**src/rtl/stk_pkg.sv**
```systemverilog
package stk_pkg;
  localparam logic [1:0] REG_PTR_LO = 2'd0;
  localparam logic [1:0] REG_PTR_HI = 2'd1;
  localparam logic [1:0] REG_CFG    = 2'd2;

  localparam int unsigned CFG_WIDTH_BIT = 6;
  localparam int unsigned MODE_W        = 3;

  localparam logic [MODE_W-1:0] MODE_OFF = 3'b000;
  localparam logic [MODE_W-1:0] MODE_EXT = 3'b110;

  typedef enum logic [1:0] {
    SEQ_IDLE = 2'd0,
    SEQ_PCL  = 2'd1,
    SEQ_PCH  = 2'd2,
    SEQ_STS  = 2'd3
  } seq_state_t;
endpackage

```
**src/rtl/stk_cfg_reg.sv**
```systemverilog
module stk_cfg_reg
  import stk_pkg::*;
#(
  parameter int unsigned DW = 8
) (
  input  logic              clk,
  input  logic              rst_n,
  input  logic              wr_en,
  input  logic              wr_wide,
  input  logic [MODE_W-1:0] wr_mode,
  output logic              wide_mode,
  output logic [MODE_W-1:0] mem_mode,
  output logic [DW-1:0]     cfg_rdata
);
  logic              wide_q, wide_d;
  logic [MODE_W-1:0] mode_q, mode_d;
  logic              mode_legal;

  always_comb begin
    mode_legal = (wr_mode == MODE_OFF) || (wr_mode == MODE_EXT);
    wide_d     = wide_q;
    mode_d     = mode_q;
    if (wr_en) begin
      wide_d = wr_wide;
      if (mode_legal) mode_d = wr_mode;
    end
  end

  always_ff @(posedge clk or negedge rst_n) begin
    if (!rst_n) begin
      wide_q <= 1'b0;
      mode_q <= MODE_OFF;
    end else if (wr_en) begin
      wide_q <= wide_d;
      mode_q <= mode_d;
    end
  end

  always_comb begin
    cfg_rdata                = '0;
    cfg_rdata[CFG_WIDTH_BIT] = wide_q;
    cfg_rdata[MODE_W-1:0]    = mode_q;
  end

  assign wide_mode = wide_q;
  assign mem_mode  = mode_q;

  // the stored field never holds a reserved code
  p_mode_legal_r4: assert property (@(posedge clk) disable iff (!rst_n)
    (mode_q == MODE_OFF) || (mode_q == MODE_EXT));

  // a write with a reserved code keeps the previous field
  p_reserved_kept_r4: assert property (@(posedge clk) disable iff (!rst_n)
    (wr_en && !mode_legal) |=> $stable(mode_q));
endmodule

```
**src/rtl/stk_ptr_core.sv**
```systemverilog
module stk_ptr_core #(
  parameter int unsigned DW = 8
) (
  input  logic            clk,
  input  logic            rst_n,
  input  logic            wide_mode,
  input  logic            lo_we,
  input  logic            hi_we,
  input  logic [DW-1:0]   wdata,
  input  logic            dec_en,
  input  logic            inc_en,
  output logic [2*DW-1:0] sp,
  output logic [2*DW-1:0] dec_addr
);
  localparam int unsigned SPW = 2 * DW;

  logic [DW-1:0]  lo_q, hi_q, lo_d, hi_d;
  logic [DW-1:0]  lo_m1, lo_p1;
  logic [SPW-1:0] full_m1, full_p1;
  logic           ld_en;

  always_comb begin
    lo_m1   = lo_q - 1'b1;
    lo_p1   = lo_q + 1'b1;
    full_m1 = {hi_q, lo_q} - 1'b1;
    full_p1 = {hi_q, lo_q} + 1'b1;
    lo_d    = lo_q;
    hi_d    = hi_q;
    if (lo_we || hi_we) begin
      if (lo_we) lo_d = wdata;
      if (hi_we) hi_d = wdata;
    end else if (dec_en) begin
      if (wide_mode) {hi_d, lo_d} = full_m1;
      else           lo_d         = lo_m1;
    end else if (inc_en) begin
      if (wide_mode) {hi_d, lo_d} = full_p1;
      else           lo_d         = lo_p1;
    end
  end

  assign ld_en = lo_we | hi_we | dec_en | inc_en;

  always_ff @(posedge clk or negedge rst_n) begin
    if (!rst_n) begin
      lo_q <= '0;
      hi_q <= '0;
    end else if (ld_en) begin
      lo_q <= lo_d;
      hi_q <= hi_d;
    end
  end

  assign sp       = {hi_q, lo_q};
  assign dec_addr = wide_mode ? full_m1 : {{DW{1'b0}}, lo_m1};

  // wide decrement lowers the whole pointer by one, wrapping
  p_dec_wide_r5: assert property (@(posedge clk) disable iff (!rst_n)
    (dec_en && wide_mode && !lo_we && !hi_we) |=> (sp == $past(sp) - 1'b1));

  // narrow decrement leaves the high byte alone
  p_dec_narrow_r7: assert property (@(posedge clk) disable iff (!rst_n)
    (dec_en && !wide_mode && !lo_we && !hi_we) |=> $stable(hi_q));

  // wide increment raises the whole pointer by one
  p_inc_wide_r6: assert property (@(posedge clk) disable iff (!rst_n)
    (inc_en && !dec_en && wide_mode && !lo_we && !hi_we) |=> (sp == $past(sp) + 1'b1));
endmodule

```
**src/rtl/stk_irq_seq.sv**
```systemverilog
module stk_irq_seq
  import stk_pkg::*;
#(
  parameter int unsigned DW = 8
) (
  input  logic            clk,
  input  logic            rst_n,
  input  logic            irq_req,
  input  logic [2*DW-1:0] pc_in,
  input  logic [DW-1:0]   status_in,
  output logic            busy,
  output logic            done,
  output logic            seq_we,
  output logic [DW-1:0]   seq_data
);
  localparam int unsigned SPW = 2 * DW;

  seq_state_t     state_q, state_d;
  logic [SPW-1:0] pc_q;
  logic [DW-1:0]  sts_q;
  logic           done_q, done_d;
  logic           cap_en;

  always_comb begin
    cap_en  = (state_q == SEQ_IDLE) && irq_req;
    state_d = state_q;
    done_d  = 1'b0;
    case (state_q)
      SEQ_IDLE: if (irq_req) state_d = SEQ_PCL;
      SEQ_PCL:  state_d = SEQ_PCH;
      SEQ_PCH:  state_d = SEQ_STS;
      SEQ_STS: begin
        state_d = SEQ_IDLE;
        done_d  = 1'b1;
      end
      default:  state_d = SEQ_IDLE;
    endcase
  end

  always_ff @(posedge clk or negedge rst_n) begin
    if (!rst_n) begin
      state_q <= SEQ_IDLE;
      done_q  <= 1'b0;
    end else begin
      state_q <= state_d;
      done_q  <= done_d;
    end
  end

  always_ff @(posedge clk or negedge rst_n) begin
    if (!rst_n) begin
      pc_q  <= '0;
      sts_q <= '0;
    end else if (cap_en) begin
      pc_q  <= pc_in;
      sts_q <= status_in;
    end
  end

  always_comb begin
    case (state_q)
      SEQ_PCL: seq_data = pc_q[DW-1:0];
      SEQ_PCH: seq_data = pc_q[SPW-1:DW];
      SEQ_STS: seq_data = sts_q;
      default: seq_data = '0;
    endcase
  end

  assign busy   = (state_q != SEQ_IDLE);
  assign seq_we = busy;
  assign done   = done_q;

  // the high counter byte always follows the low one
  p_order_r8: assert property (@(posedge clk) disable iff (!rst_n)
    (state_q == SEQ_PCL) |=> (state_q == SEQ_PCH));

  // done only in the cycle after the status write
  p_done_after_sts_r9: assert property (@(posedge clk) disable iff (!rst_n)
    done |-> ($past(state_q) == SEQ_STS));

  // done and busy are never high together
  p_done_idle_r9: assert property (@(posedge clk) disable iff (!rst_n)
    done |-> !busy);

  // a request while busy never restarts the sequence
  p_no_restart_r10: assert property (@(posedge clk) disable iff (!rst_n)
    (busy && irq_req) |=> (state_q != SEQ_PCL));
endmodule

```
**src/rtl/stack_ptr_unit.sv**
```systemverilog
module stack_ptr_unit
  import stk_pkg::*;
#(
  parameter int unsigned DW = 8
) (
  input  logic              clk,
  input  logic              rst_n,
  input  logic [1:0]        reg_sel,
  input  logic              reg_wr,
  input  logic [DW-1:0]     reg_wdata,
  output logic [DW-1:0]     reg_rdata,
  input  logic              push_req,
  input  logic [DW-1:0]     push_data,
  input  logic              pop_req,
  input  logic              irq_req,
  input  logic [2*DW-1:0]   pc_in,
  input  logic [DW-1:0]     status_in,
  output logic              busy,
  output logic              irq_done,
  output logic              mem_we,
  output logic [2*DW-1:0]   mem_addr,
  output logic [DW-1:0]     mem_wdata,
  output logic [MODE_W-1:0] mem_mode
);
  localparam int unsigned SPW = 2 * DW;

  logic           wide_mode;
  logic [DW-1:0]  cfg_rdata;
  logic           cfg_we, lo_we, hi_we;
  logic           move_ok, push_ok, pop_ok;
  logic           dec_en, inc_en;
  logic [SPW-1:0] sp, dec_addr;
  logic           seq_busy, seq_done, seq_we;
  logic [DW-1:0]  seq_data;

  always_comb begin
    cfg_we  = reg_wr && (reg_sel == REG_CFG);
    lo_we   = reg_wr && !seq_busy && (reg_sel == REG_PTR_LO);
    hi_we   = reg_wr && !seq_busy && (reg_sel == REG_PTR_HI);
    move_ok = !seq_busy && !irq_req && !lo_we && !hi_we;
    push_ok = push_req && move_ok;
    pop_ok  = pop_req && move_ok && !push_req;
    dec_en  = push_ok || seq_we;
    inc_en  = pop_ok;
  end

  stk_cfg_reg #(.DW(DW)) cfg_i (
    .clk       (clk),
    .rst_n     (rst_n),
    .wr_en     (cfg_we),
    .wr_wide   (reg_wdata[CFG_WIDTH_BIT]),
    .wr_mode   (reg_wdata[MODE_W-1:0]),
    .wide_mode (wide_mode),
    .mem_mode  (mem_mode),
    .cfg_rdata (cfg_rdata)
  );

  stk_ptr_core #(.DW(DW)) ptr_i (
    .clk       (clk),
    .rst_n     (rst_n),
    .wide_mode (wide_mode),
    .lo_we     (lo_we),
    .hi_we     (hi_we),
    .wdata     (reg_wdata),
    .dec_en    (dec_en),
    .inc_en    (inc_en),
    .sp        (sp),
    .dec_addr  (dec_addr)
  );

  stk_irq_seq #(.DW(DW)) seq_i (
    .clk       (clk),
    .rst_n     (rst_n),
    .irq_req   (irq_req),
    .pc_in     (pc_in),
    .status_in (status_in),
    .busy      (seq_busy),
    .done      (seq_done),
    .seq_we    (seq_we),
    .seq_data  (seq_data)
  );

  always_comb begin
    case (reg_sel)
      REG_PTR_LO: reg_rdata = sp[DW-1:0];
      REG_PTR_HI: reg_rdata = sp[SPW-1:DW];
      REG_CFG:    reg_rdata = cfg_rdata;
      default:    reg_rdata = '0;
    endcase
  end

  assign mem_we    = dec_en;
  assign mem_addr  = dec_addr;
  assign mem_wdata = seq_we ? seq_data : push_data;
  assign busy      = seq_busy;
  assign irq_done  = seq_done;

  // while busy, memory writes come only from the sequencer
  p_busy_owns_port_r10: assert property (@(posedge clk) disable iff (!rst_n)
    busy |-> (mem_we && (mem_wdata == seq_data)));

  // a pointer byte write blocks any stack movement that cycle
  p_write_wins_r11: assert property (@(posedge clk) disable iff (!rst_n)
    (reg_wr && !busy && (reg_sel == REG_PTR_LO || reg_sel == REG_PTR_HI)) |-> !mem_we);
endmodule

```
**config.mk**
```make
export PLATFORM = sky130hd
export DESIGN_NAME = stack_ptr_unit
export DESIGN_NICKNAME = d
export VERILOG_FILES = /design/src/rtl/stk_pkg.sv /design/src/rtl/stk_cfg_reg.sv /design/src/rtl/stk_ptr_core.sv /design/src/rtl/stk_irq_seq.sv /design/src/rtl/stack_ptr_unit.sv
export SDC_FILE = /design/constraint.sdc
export NUM_CORES = 1
export LEC_CHECK = 0
export BUFFER_PORTS_ARGS = -buffer_cell sky130_fd_sc_hd__buf_2
export CORE_UTILIZATION = 30
export CTS_CLUSTER_DIAMETER = 30
export CTS_CLUSTER_SIZE = 16
export DETAILED_ROUTE_END_ITERATION = 10
export PLACE_DENSITY_LB_ADDON = 0.25
export SLEW_MARGIN = 10
export SYNTH_ARGS = -nofsm -noshare
export SYNTH_HDL_FRONTEND = slang
export SYNTH_SLANG_ARGS = --single-unit
export TNS_END_PERCENT = 100
```
**constraint.sdc**
```tcl
create_clock -name clk -period 3.6 [get_ports clk]
set_clock_uncertainty 0.05 [all_clocks]
set_input_delay 0.36 -clock clk [delete_from_list [all_inputs] [get_ports clk]]
set_output_delay 0.36 -clock clk [all_outputs]
set_load 0.03 [all_outputs]
```
---- After elaboration in Yosys (flattened, before gate mapping) ----
Index checks and enable logic that the tools add are counted.
word-level totals
  bits in registers ....................... 47
  logic and storage cells ................. 72
operators by class
  bitwise gates (word level) .............. 3
  add/sub/neg operators ................... 4
  equal/unequal tests ..................... 11
  multiplexer cells ....................... 19
  reduce and logical (&&, ||, !) cells .... 27
operators with widths
  kind                   count
  $mux 8                 13
  $pmux 8 s3             2
  $add 16x1->16 const B  1
  $mux 16                1
  $sub 16x1->16 const B  1
  $logic_and 1x1->1      11
  $add 8x1->8 const B    1
  $pmux 2 s4             1
  $sub 8x1->8 const B    1
  $eq 2x2->1 const B     3
  $ne 3x3->1 const B     2
  $logic_not 1->1        5
  $reduce_and 5->1       1
  $eq 2x1->1 const B     2
  $logic_not 2->1        2
  $ne 2x1->1 const B     2
  $eq 3x3->1 const B     1
  $logic_not 3->1        1
  $logic_or 1x1->1       3
  $or 1x1->1             3
  $reduce_and 3->1       1
  $reduce_bool 3->1      1
  $mux 2                 1
  $ne 2x2->1 const B     1
  3 further kinds        3

---- Longest topological paths before layout ----
Gate-level depths: netlist of run 1.
  depth in word-level cells ............... 12
  depth in mapped cells ................... 10
  depth with buffers taken out ............ 7

---- Cells and area by module ----
Synthesis of run 1 repeated with hierarchy kept, for this count alone.
second synthesis, totals
  cell total of the unflattened synthesis .. 361
  area total of the unflattened synthesis .. 3475.8 um2
modules (own cells, without submodules)
  module          area an instance (um2)  cells each  seq. area each (um2)  times used
  stk_ptr_core    1604.0                  211         400.4                 1
  stk_irq_seq     1273.7                  87          675.6                 1
  stack_ptr_unit  357.8                   39          0.0                   1
  stk_cfg_reg     240.2                   24          100.1                 1

---- Worst setup path after synthesis of run 1 ----
Ideal clock, no wire load.
  path kind ............................... flip-flop to output port
  from .................................... register ptr_i.lo_q[0]
  to ...................................... output mem_addr[15]
  stages on the path, launching flop included .. 6
  arrival ................................. 2.245 ns
  path slack .............................. 0.945 ns
  required time ........................... 3.190 ns
  path buffers ............................ 1
  cell sequence ........................... dfrtp_1 -> or4_1 -> buf_2 -> or2_4 -> or4_4 -> a21oi_1
between the ends
  cells in the longest elaborated chain, start to end .. 2
RTL lines
  what                    RTL line              RTL
  start, declared         stk_ptr_core.sv:17    logic [DW-1:0] lo_q, hi_q, lo_d, hi_d;
  start signal, assigned  stk_ptr_core.sv:48    lo_q <= lo_d;
  $sub 16x1->16           stk_ptr_core.sv:25    full_m1 = {hi_q, lo_q} - 1'b1;
  $mux 16                 stk_ptr_core.sv:54    assign dec_addr = wide_mode ? full_m1 : {{DW{1'b0}}, lo_m1};
  end, declared           stack_ptr_unit.sv:21  output logic [2*DW-1:0] mem_addr,
Every way passes these cells.

---- Worst setup path in the final report of run 1 ----
  from .................................... register ptr_i.lo_q[0]
  to ...................................... output mem_addr[10]
Same word-level chain as after synthesis.

==> results of run 1 <==
-- sequential cells by signal, indices dropped and copies added, names as in the netlist --
name	count
seq_i.done	1
seq_i.sts_q	8
seq_i.state_q	2
ptr_i.hi_q	8
cfg_i.wide_mode	1
seq_i.pc_q	16
ptr_i.lo_q	8
cfg_i.mem_mode	3
-- power by group through the flow --
stage | Combinational [W] | Sequential, W | Clock, W
final | 0.00196 | 0.00108 | 0.000415
after global routing | 0.00213 | 0.00112 | 0.000449
after CTS | 0.00197 | 0.00108 | 0.000427
after detailed placement | 0.00196 | 0.00109 | 0
after global placement | 0.00194 | 0.00107 | 0
after floorplan | 0.00163 | 0.000904 | 0
-- path summary, 6_finish.rpt --
kind | start | end | slack [ns] | cells past startpoint
max | ptr_i.lo_q[0] | mem_addr[10] | 0.61 | 7
min in group clk | pc_in[11] | seq_i.pc_q[11] | 0.22 | 2
max reg2reg | seq_i.state_q[0] | ptr_i.hi_q[2] | 1.12 | 8
min | rst_n | ptr_i.lo_q[5] | 0.03 | 1
min reg2reg | seq_i.pc_q[0] | seq_i.pc_q[0] | 0.46 | 1
max in group asynchronous | rst_n | ptr_i.hi_q[6] | 2.69 | 2
-- layer usage --
metal	global-route usage, %	routed length [µm]
met1	24.7	4480
met2	27.7	4500
met3	2.97	549
met4	6.35	192
met5	0	0
-- cells in the final DEF, fill, tap and decap left out, types with 2 or more instances in the layout --
master	n
and3_1	2
buf_4	4
or2_2	2
o211ai_1	3
nor2_1	31
xnor2_1	11
nand2b_1	2
inv_1	12
nand4_1	6
nor3_1	8
ha_1	7
o31ai_1	10
a2bb2oi_1	2
nor2b_1	2
or4_1	4
buf_2	85
or4_4	2
a222oi_1	8
o41ai_1	2
mux2i_1	15
a22oi_1	3
a31oi_1	4
nand2_1	31
o2bb2ai_1	3
and2_1	2
a21oi_1	14
o21ai_0	15
o22ai_1	3
or3_1	3
nand3_1	10
mux2_2	28
dfrtp_1	47
xor2_1	4
nor4_1	5
clkbuf_8	5
o21a_1	5
nand3b_1	2
-- cells by family (layout without fill, tap and decap cells) --
family | after synthesis | after routing
adder cells (fa/ha/maj) | 7 | 7
AO/OA/AOI/OAI | 83 | 83
multiplexers | 43 | 43
flip-flops | 47 | 47
buffers and inverters | 42 | 110
AND/OR/NAND/NOR | 117 | 117
XOR/XNOR | 15 | 15
-- critical path: cells and delay by family, from the launching register on --
family / cells / cell delay (ns)
fa+ha+maj: 1 / 0.20
simple gates: 3 / 1.08
buf+inv: 2 / 0.33
compound gates: 1 / 0.17
flops: 1 / 0.48
-- metrics by stage --
stage          area, µm²  worst slack [ns]  hold WS [ns]  power [W]
6_report            3820             0.610        0.0267    0.00345
5_1_grt             3820             0.404        0.0716    0.00370
4_1_cts             3820             0.602        0.0522    0.00347
3_5_place_dp        3710             0.955         0.396    0.00305
3_3_place_gp        3710              1.01         0.389    0.00301
2_1_floorplan       3230             0.945        0.0144    0.00253
-- final cells by class --
cell class              instances  area, µm²
inverters                      13       48.8
fillers                      1088       6550
clock buffers                   5       68.8
well taps                     136        170
flip-flops and latches         47       1180
repair buffers                 89        455
clock inverters                 3       47.5
multi-input cells             265       1860
==> flow_summary.ini, run 1 <==
[clock_network]
cts_buffer_depth = 2
htreeDepth = 2
cts_buffers = 5
cts-resized-gates = 0
post-cts-setup-buffer-count = 0
hold_buffers = 0
clock_latency_ns = 0.31
path_clk_slew_ns = 0.11
clock-sinks = 47
cts_tree = yes
cts_root_buf = clkbuf_8

[yosys]
ys_top_cells_by_count = dfrtp_1, nand2_1, nor2_1
synth_fp_nets = 409
synth_compound_gate_area_share_pct = 18.1
synth_area_um2 = 3230
yosys.cell_count.top_type = dfrtp_1
synth.mux.area_fraction_pct = 14.4
synth_top_family_by_area = simple AND/OR/NAND/NOR gates
async_reset_ff_share_pct = 100
avgSynthCellArea_um2 = 9.12
yosys.area.top_type_share_pct = 36.4
ys_seq_area_share_pct = 36.4
synth_seq_cells = 47
synth_largest_area_cell = dfrtp_1
synth_flop_cell = dfrtp_1
synth_cell_types = 56
ys.warnings.count = 0
syn_inst = 354
synth_simple_gate_area_share_pct = 18.2
synth.area.top_cells = dfrtp_1, mux2_2, mux2i_1, nand2_1, nor2_1
synthXorXnorAreaFrac_pct = 4.07
synth-edff-count = 0
synth_fa_ha_area_share_pct = 2.71

[power_and_ir_drop]
pwr_density_cell_nw_per_um2 = 904
p_sw_w = 0.00172
p_leak_nw = 1.69
p_comb_share_pct = 56.6
p_sw_share_pct = 49.7
vdd_drop_max_uv = 294
p_int_w = 0.00174
clkPwrFrac_pct = 12.0
p_seq_share_pct = 31.4

[worst_setup_path]
end_kind = output pin
arrival_ns = 2.58
worstSetupPathType = reg -> out
crit_slowest_cell = dfrtp_1
critPathRequiredTime_ns = 3.19
path_cells = inv_1, ha_1, nor3b_2, nand2_1, or4_1, a21oi_1, buf_2
worst_setup_path_start_kind = register
crit_fanout = 9
slowest_delay_ns = 0.48

[global_routing]
gr-total-overflow = 0
grt_start_max_net_pins = 28
first_global_vias = 3030
antenna_found_initial = 0
grt_pass1_wl_um = 15700
grt_usage_pct = 17.8

[drt]
num_vias = 3016
post-route-drc-count = 0
drt-pass1-iter-count = 7
wl_per_cell_um = 17.4
drt_iter0_drc = 180
ant_nets = 0
wirelength_um = 9720
vias_per_cell = 5.41

[timing]
relSlewSlack_pct = 35.5
rsz0062_at_grt = false
tightest_slew_ns = 0.965
finalSetupViolCount = 0
period_minus_slack_ns = 2.99
hold_viol = 0
timing.final.crit_share_pct = 83.1
slew_viol_final = 0
fin_setup_tns_ns = 0
fmax_ghz = 0.334

[floorplan]
start_util_pct = 31.1
die_h_um = 106
rows = 37
core_area_um2 = 10400
die_x_um = 106
die_area_um2 = 11200
top_level_ports = 86

[place]
hpwl_um = 7330
port_buffers = 85
dp_cells = 550
gp_congestion = 0.880

[min_path]
min_path_type = in -> async

[final_layout]
fin_util_pct = 36.9
finalNonFillerCells = 558
syn_to_final_growth_pct = 18.5
n_antenna_cell = 0
layout-drive-gt1-share_pct = 31.5
nNetsFinal = 476

[run_status]
status = completed

[job]
drv_cap = 0
No activity file was read; power rests on OpenSTA's default activity.
==> run 2: changes to the inputs <==
==> constraint.sdc (replaced) <==
create_clock -name clk -period 3.1 [get_ports clk]
set_clock_uncertainty 0.05 [all_clocks]
set_input_delay 0.31 -clock clk [delete_from_list [all_inputs] [get_ports clk]]
set_output_delay 0.31 -clock clk [all_outputs]
set_load 0.03 [all_outputs]
==> run 2 against run 1 <==
Effect of this change:
- first-iteration DRC count is 29% higher
- die area unchanged
- routed wire length grew 1.8%
- core utilization up 0.28 points
- cell area is 0.75% higher
- sequential share of layout area decreased by 0.23 points
- worst hold slack gained 0.15 ns
- register-to-register slack got worse by 0.37 ns
- sequential power up 12%
- clock power down 9.6%
- cell count is 1.3% higher
- critical endpoint is now mem_addr[15]
- highest routed layer unchanged
==> flow_summary.ini, run 2 (same netlist as run 1, synthesis figures left out) <==
[clock_network]
path_clk_slew_ns = 0.09
cts_buffer_depth = 2
cts-resized-gates = 0
cts_root_buf = clkbuf_8
cts_tree = yes
clock_latency_ns = 0.31
clock-sinks = 47
cts_buffers = 5
htreeDepth = 2

[global_routing]
antenna_found_initial = 0
grt_usage_pct = 18.1
grt_pass1_wl_um = 15800
gr-total-overflow = 0
grt_start_max_net_pins = 25
first_global_vias = 2911

[timing]
hold_viol = 0
rsz0062_at_grt = false
slew_viol_final = 0
fmax_ghz = 0.344
finalSetupViolCount = 0
tightest_slew_ns = 0.757
relSlewSlack_pct = 49.3
timing.final.crit_share_pct = 93.9
period_minus_slack_ns = 2.91
timing.hold.ws_ns = 0.181
fin_setup_tns_ns = 0

[final_layout]
layout_commonest_cell = buf_2
nNetsFinal = 484
regMostFlops = seq_i.pc_q
n_antenna_cell = 0
layout_common_cells = buf_2, dfrtp_1, nand2_1, nor2_1, mux2_2
syn_to_final_growth_pct = 19.4
layout-drive-gt1-share_pct = 32.4
largest_reg_flops = 16

[place]
gp_congestion = 0.895
port_buffers = 85
hpwl_um = 7630

[worst_setup_path]
r2r_slack_ns = 0.75
crit_fanout = 9
critPathRequiredTime_ns = 2.74
r2r_end = ptr_i.hi_q[7]
end_kind = output pin
rr_startpoint = ptr_i.lo_q[0]
worstSetupPathType = reg -> out
reg2reg_depth = 5
worst_setup_path_start_kind = register
arrival_ns = 2.55
crit_start = ptr_i.lo_q[0]

[floorplan]
top_level_ports = 86
die_x_um = 106
start_util_pct = 31.1
die_area_um2 = 11200
rows = 37
core_area_um2 = 10400
die_h_um = 106

[power_and_ir_drop]
p_sw_w = 0.00199
clkPwrFrac_pct = 9.5
p_leak_nw = 1.71
p_sw_share_pct = 50.3
p_comb_share_pct = 60.1
power_w = 0.00396
pwr_density_cell_nw_per_um2 = 1030
p_int_w = 0.00197
p_seq_share_pct = 30.4
vdd_drop_max_uv = 294

[drt]
wl_per_cell_um = 17.5
ant_nets = 0
wirelength_um = 9900
num_vias = 3031
drt_iter0_drc = 233
vias_per_cell = 5.36
post-route-drc-count = 0
drt-pass1-iter-count = 5

[min_path]
min_to = seq_i.pc_q[2]
hold_depth = 2
min_from = pc_in[2]
min_path_type = in -> reg

[job]
drv_cap = 0

[run_status]
status = completed
run 2: cell types whose count changed in the layout (fill, tap and decap cells not counted), sizes merged:
| cell | before | now |
|---|---|---|
| buf | 89 | 96 |
| bufinv | 1 | 0 |
| clkinv | 2 | 3 |
| dlygate4sd3 | 0 | 1 |
| inv | 13 | 12 |
run 2: power groups by stage:
stage          Combinational [W]  Clock [W]  Sequential (W)
2_1_floorplan            0.00189          0         0.00105
3_3_place_gp             0.00237          0         0.00120
3_5_place_dp             0.00239          0         0.00121
4_1_cts                  0.00240   0.000388         0.00120
5_1_grt                  0.00259   0.000412         0.00125
6_report                 0.00238   0.000375         0.00121
run 2: stage by stage:
step                utilization, %  instances  worst slack (ns)  cell area [µm²]
finish                        37.2        565             0.189             3850
global placement              36.3        557             0.549             3760
global route                  37.2        565            0.0676             3850
detailed placement            36.3        557             0.536             3760
floorplan                        -        354             0.495             3230
CTS                           37.2        565             0.198             3850
run 2: worst max path at each step:
| stage | end | slack (ns) | cells after the start |
|---|---|---|---|
| 2_1_floorplan | mem_addr[15] | 0.49 | 5 |
| 3_3_place_gp | mem_addr[15] | 0.55 | 5 |
| 3_5_place_dp | mem_addr[15] | 0.54 | 5 |
| 4_1_cts | mem_addr[15] | 0.20 | 5 |
| 5_1_grt | mem_addr[10] | 0.07 | 5 |
| 6_report | mem_addr[15] | 0.19 | 5 |
run 2: layout make-up:
cell class / instances / area, µm²
clock buffer: 5 / 68.8
clock inverter: 2 / 13.8
fill: 1105 / 6520
tap: 136 / 170
timing repair buffer: 97 / 518
inverter: 13 / 48.8
sequential: 47 / 1180
multi-input combinational: 265 / 1860
run 2: metal layers:
metal / vias up / global-route usage, % / share of wire (%)
met1: 1484 / 26.0 / 47
met3: 12 / 3.15 / 5.3
met4: 0 / 4.76 / 1.8
li1: 1441 / - / -
met5: - / 0 / 0
met2: 94 / 28.0 / 46
run 2: repair_timing:
item / 4_1_cts / 5_1_grt
hold endpoints to repair: 23 / 0
endpoints found under the setup margin: 0 / 0
buffers inserted: 0 / 0
hold buffers: 1 / 0
run 2: critical path, stage by stage (launching register included):
cell,delay (ns)
dfrtp_1,0.49
or4_1,0.68
or2_4,0.30
or4_4,0.42
a21oi_1,0.15
buf_2,0.22
==> run 3: changes to the inputs <==
--- a/config.mk
+++ b/config.mk
@@ -5,11 +5,14 @@
 export SDC_FILE = /design/constraint.sdc
 export NUM_CORES = 1
 export LEC_CHECK = 0
-export BUFFER_PORTS_ARGS = -buffer_cell sky130_fd_sc_hd__buf_2
+export CAP_MARGIN = 15
+export CELL_PAD_IN_SITES_DETAIL_PLACEMENT = 0
+export CELL_PAD_IN_SITES_GLOBAL_PLACEMENT = 1
 export CORE_UTILIZATION = 30
 export CTS_CLUSTER_DIAMETER = 30
 export CTS_CLUSTER_SIZE = 16
 export DETAILED_ROUTE_END_ITERATION = 10
+export DONT_BUFFER_PORTS = 1
 export PLACE_DENSITY_LB_ADDON = 0.25
 export SLEW_MARGIN = 10
 export SYNTH_ARGS = -nofsm -noshare
==> run 3 against run 2 <==
Effect of this change:
- critical path depth did not move
- clock power rose by 29%
- fmax barely moved
- non-clock buffer count fell by 72
- clock-buffer cell count did not move
- largest power group unchanged
- worst setup slack got worse by 0.0014 ns
- worst hold slack got worse by 0.11 ns
- critical endpoint unchanged
- cell area fell by 7.0%
- sequential share of layout area rose by 2.3 points
==> flow_summary.ini, run 3 (same netlist as run 1, synthesis figures left out) <==
[timing]
timing.final.crit_share_pct = 93.9
slew_viol_final = 0
hold_viol = 0
tightest_slew_ns = 0.821
fmax_ghz = 0.343
finalSetupViolCount = 0
period_minus_slack_ns = 2.91
fin_setup_tns_ns = 0
rsz0062_at_grt = false
relSlewSlack_pct = 45.0

[power_and_ir_drop]
pwr_density_cell_nw_per_um2 = 1120
p_leak_nw = 1.44
vdd_drop_max_uv = 569
power_w = 0.00402

[clock_network]
clock_latency_ns = 0.32
cts_buffers = 5
cts_root_buf = clkbuf_8
clock-sinks = 47
htreeDepth = 2
post-cts-setup-buffer-count = 0
cts_buffer_depth = 2
path_clk_slew_ns = 0.11
cts_tree = yes

[global_routing]
gr-total-overflow = 0
first_global_vias = 2734
grt_start_max_net_pins = 48
antenna_found_initial = 0
grt_pass1_wl_um = 16000
grt_usage_pct = 18.6

[final_layout]
nNetsFinal = 412
multiInputGateArea_um2 = 1860
n_antenna_cell = 0
area.sequential_um2 = 1180
regMostFlops = seq_i.pc_q
layout_commonest_cell = dfrtp_1
syn_to_final_growth_pct = 11.1
largest_reg_flops = 16
layout-drive-gt1-share_pct = 19.0
nFillCells = 1081
layout_common_cells = dfrtp_1, nand2_1, nor2_1

[place]
port_buffers = 0
hpwl_um = 7520
gp_congestion = 0.865

[drt]
wl_per_cell_um = 20.6
drt-pass1-iter-count = 7
wirelength_um = 10200
drt_iter0_drc = 186
vias_per_cell = 5.68
post-route-drc-count = 0
ant_nets = 0
num_vias = 2806

[worst_setup_path]
end_kind = output pin
critPathRequiredTime_ns = 2.74
worst_setup_path_start_kind = register
arrival_ns = 2.55
crit_fanout = 9
rr_startpoint = seq_i.state_q[0]
worstSetupPathType = reg -> out
crit_start = ptr_i.lo_q[0]

[floorplan]
core_area_um2 = 10400
die_x_um = 106
top_level_ports = 86
die_area_um2 = 11200
die_h_um = 106
start_util_pct = 31.1
rows = 37

[min_path]
min_from = reg_wdata[2]
min_path_type = in -> reg

[run_status]
status = completed

[job]
drv_cap = 0
[run 3: changes by cell type in the layout (fill, tap and decap cells not counted), sizes merged]
cell / previous run / this run
inv: 12 / 13
bufinv: 0 / 1
buf: 96 / 24
clkinv: 3 / 1
clkinvlp: 0 / 1
[run 3: layer usage]
layer,vias up,track usage (%),share of wire (%)
met4,0,4.86,1.5
li1,1301,-,-
met2,107,28.6,46
met1,1386,26.5,46
met3,12,3.46,6.6
met5,-,0,0
[run 3: worst paths after layout]
kind	slack (ns)	to	depth (start not counted)
setup / recovery	0.19	mem_addr[15]	5
setup reg to reg	0.70	ptr_i.hi_q[2]	7
hold / removal	0.07	cfg_i.mem_mode[2]	2
hold reg to reg	0.46	seq_i.pc_q[1]	1
max in group asynchronous	2.33	ptr_i.hi_q[1]	2
min in group asynchronous	0.42	ptr_i.lo_q[3]	2
[run 3: worst max-delay path: stages (launching register included)]
cell and delay, ns:
dfrtp_1 0.48, or4_1 0.67, or2_4 0.31, or4_4 0.42
a21oi_1 0.16, buf_4 0.19
[run 3: where the power goes]
group | internal (W) | switching (W)
logic | 0.000878 | 0.00140
clock network | 0.000244 | 0.000241
registers | 0.000895 | 0.000359
total | 0.00202 | 0.00200
[run 3: repair_timing]
item	CTS	global route
resized for setup	0	1
hold buffers	2	0
endpoints found under the setup margin	0	1
hold endpoints to repair	47	0
[run 3: stage by stage]
stage                     cells  hold WS (ns)  util (%)  area (µm²)  worst slack (ns)
after floorplan             354       -0.0356         -        3230             0.495
after global placement      484       -0.0333      33.0        3420             0.581
after detailed placement    484       -0.0336      33.0        3420             0.559
after CTS                   494        0.0570      34.5        3580             0.177
after global routing        494        0.0699      34.6        3580            0.0748
final                       494        0.0665      34.6        3580             0.188
[run 3: final cells by class]
cell class                 count  area share, %
multi-input combinational    265           52.0
clock inverter                 3           1.29
clock buffer                   5           1.92
timing repair buffer          25           5.87
tap                          136           4.75
sequential                    47           32.8
inverter                      13           1.36
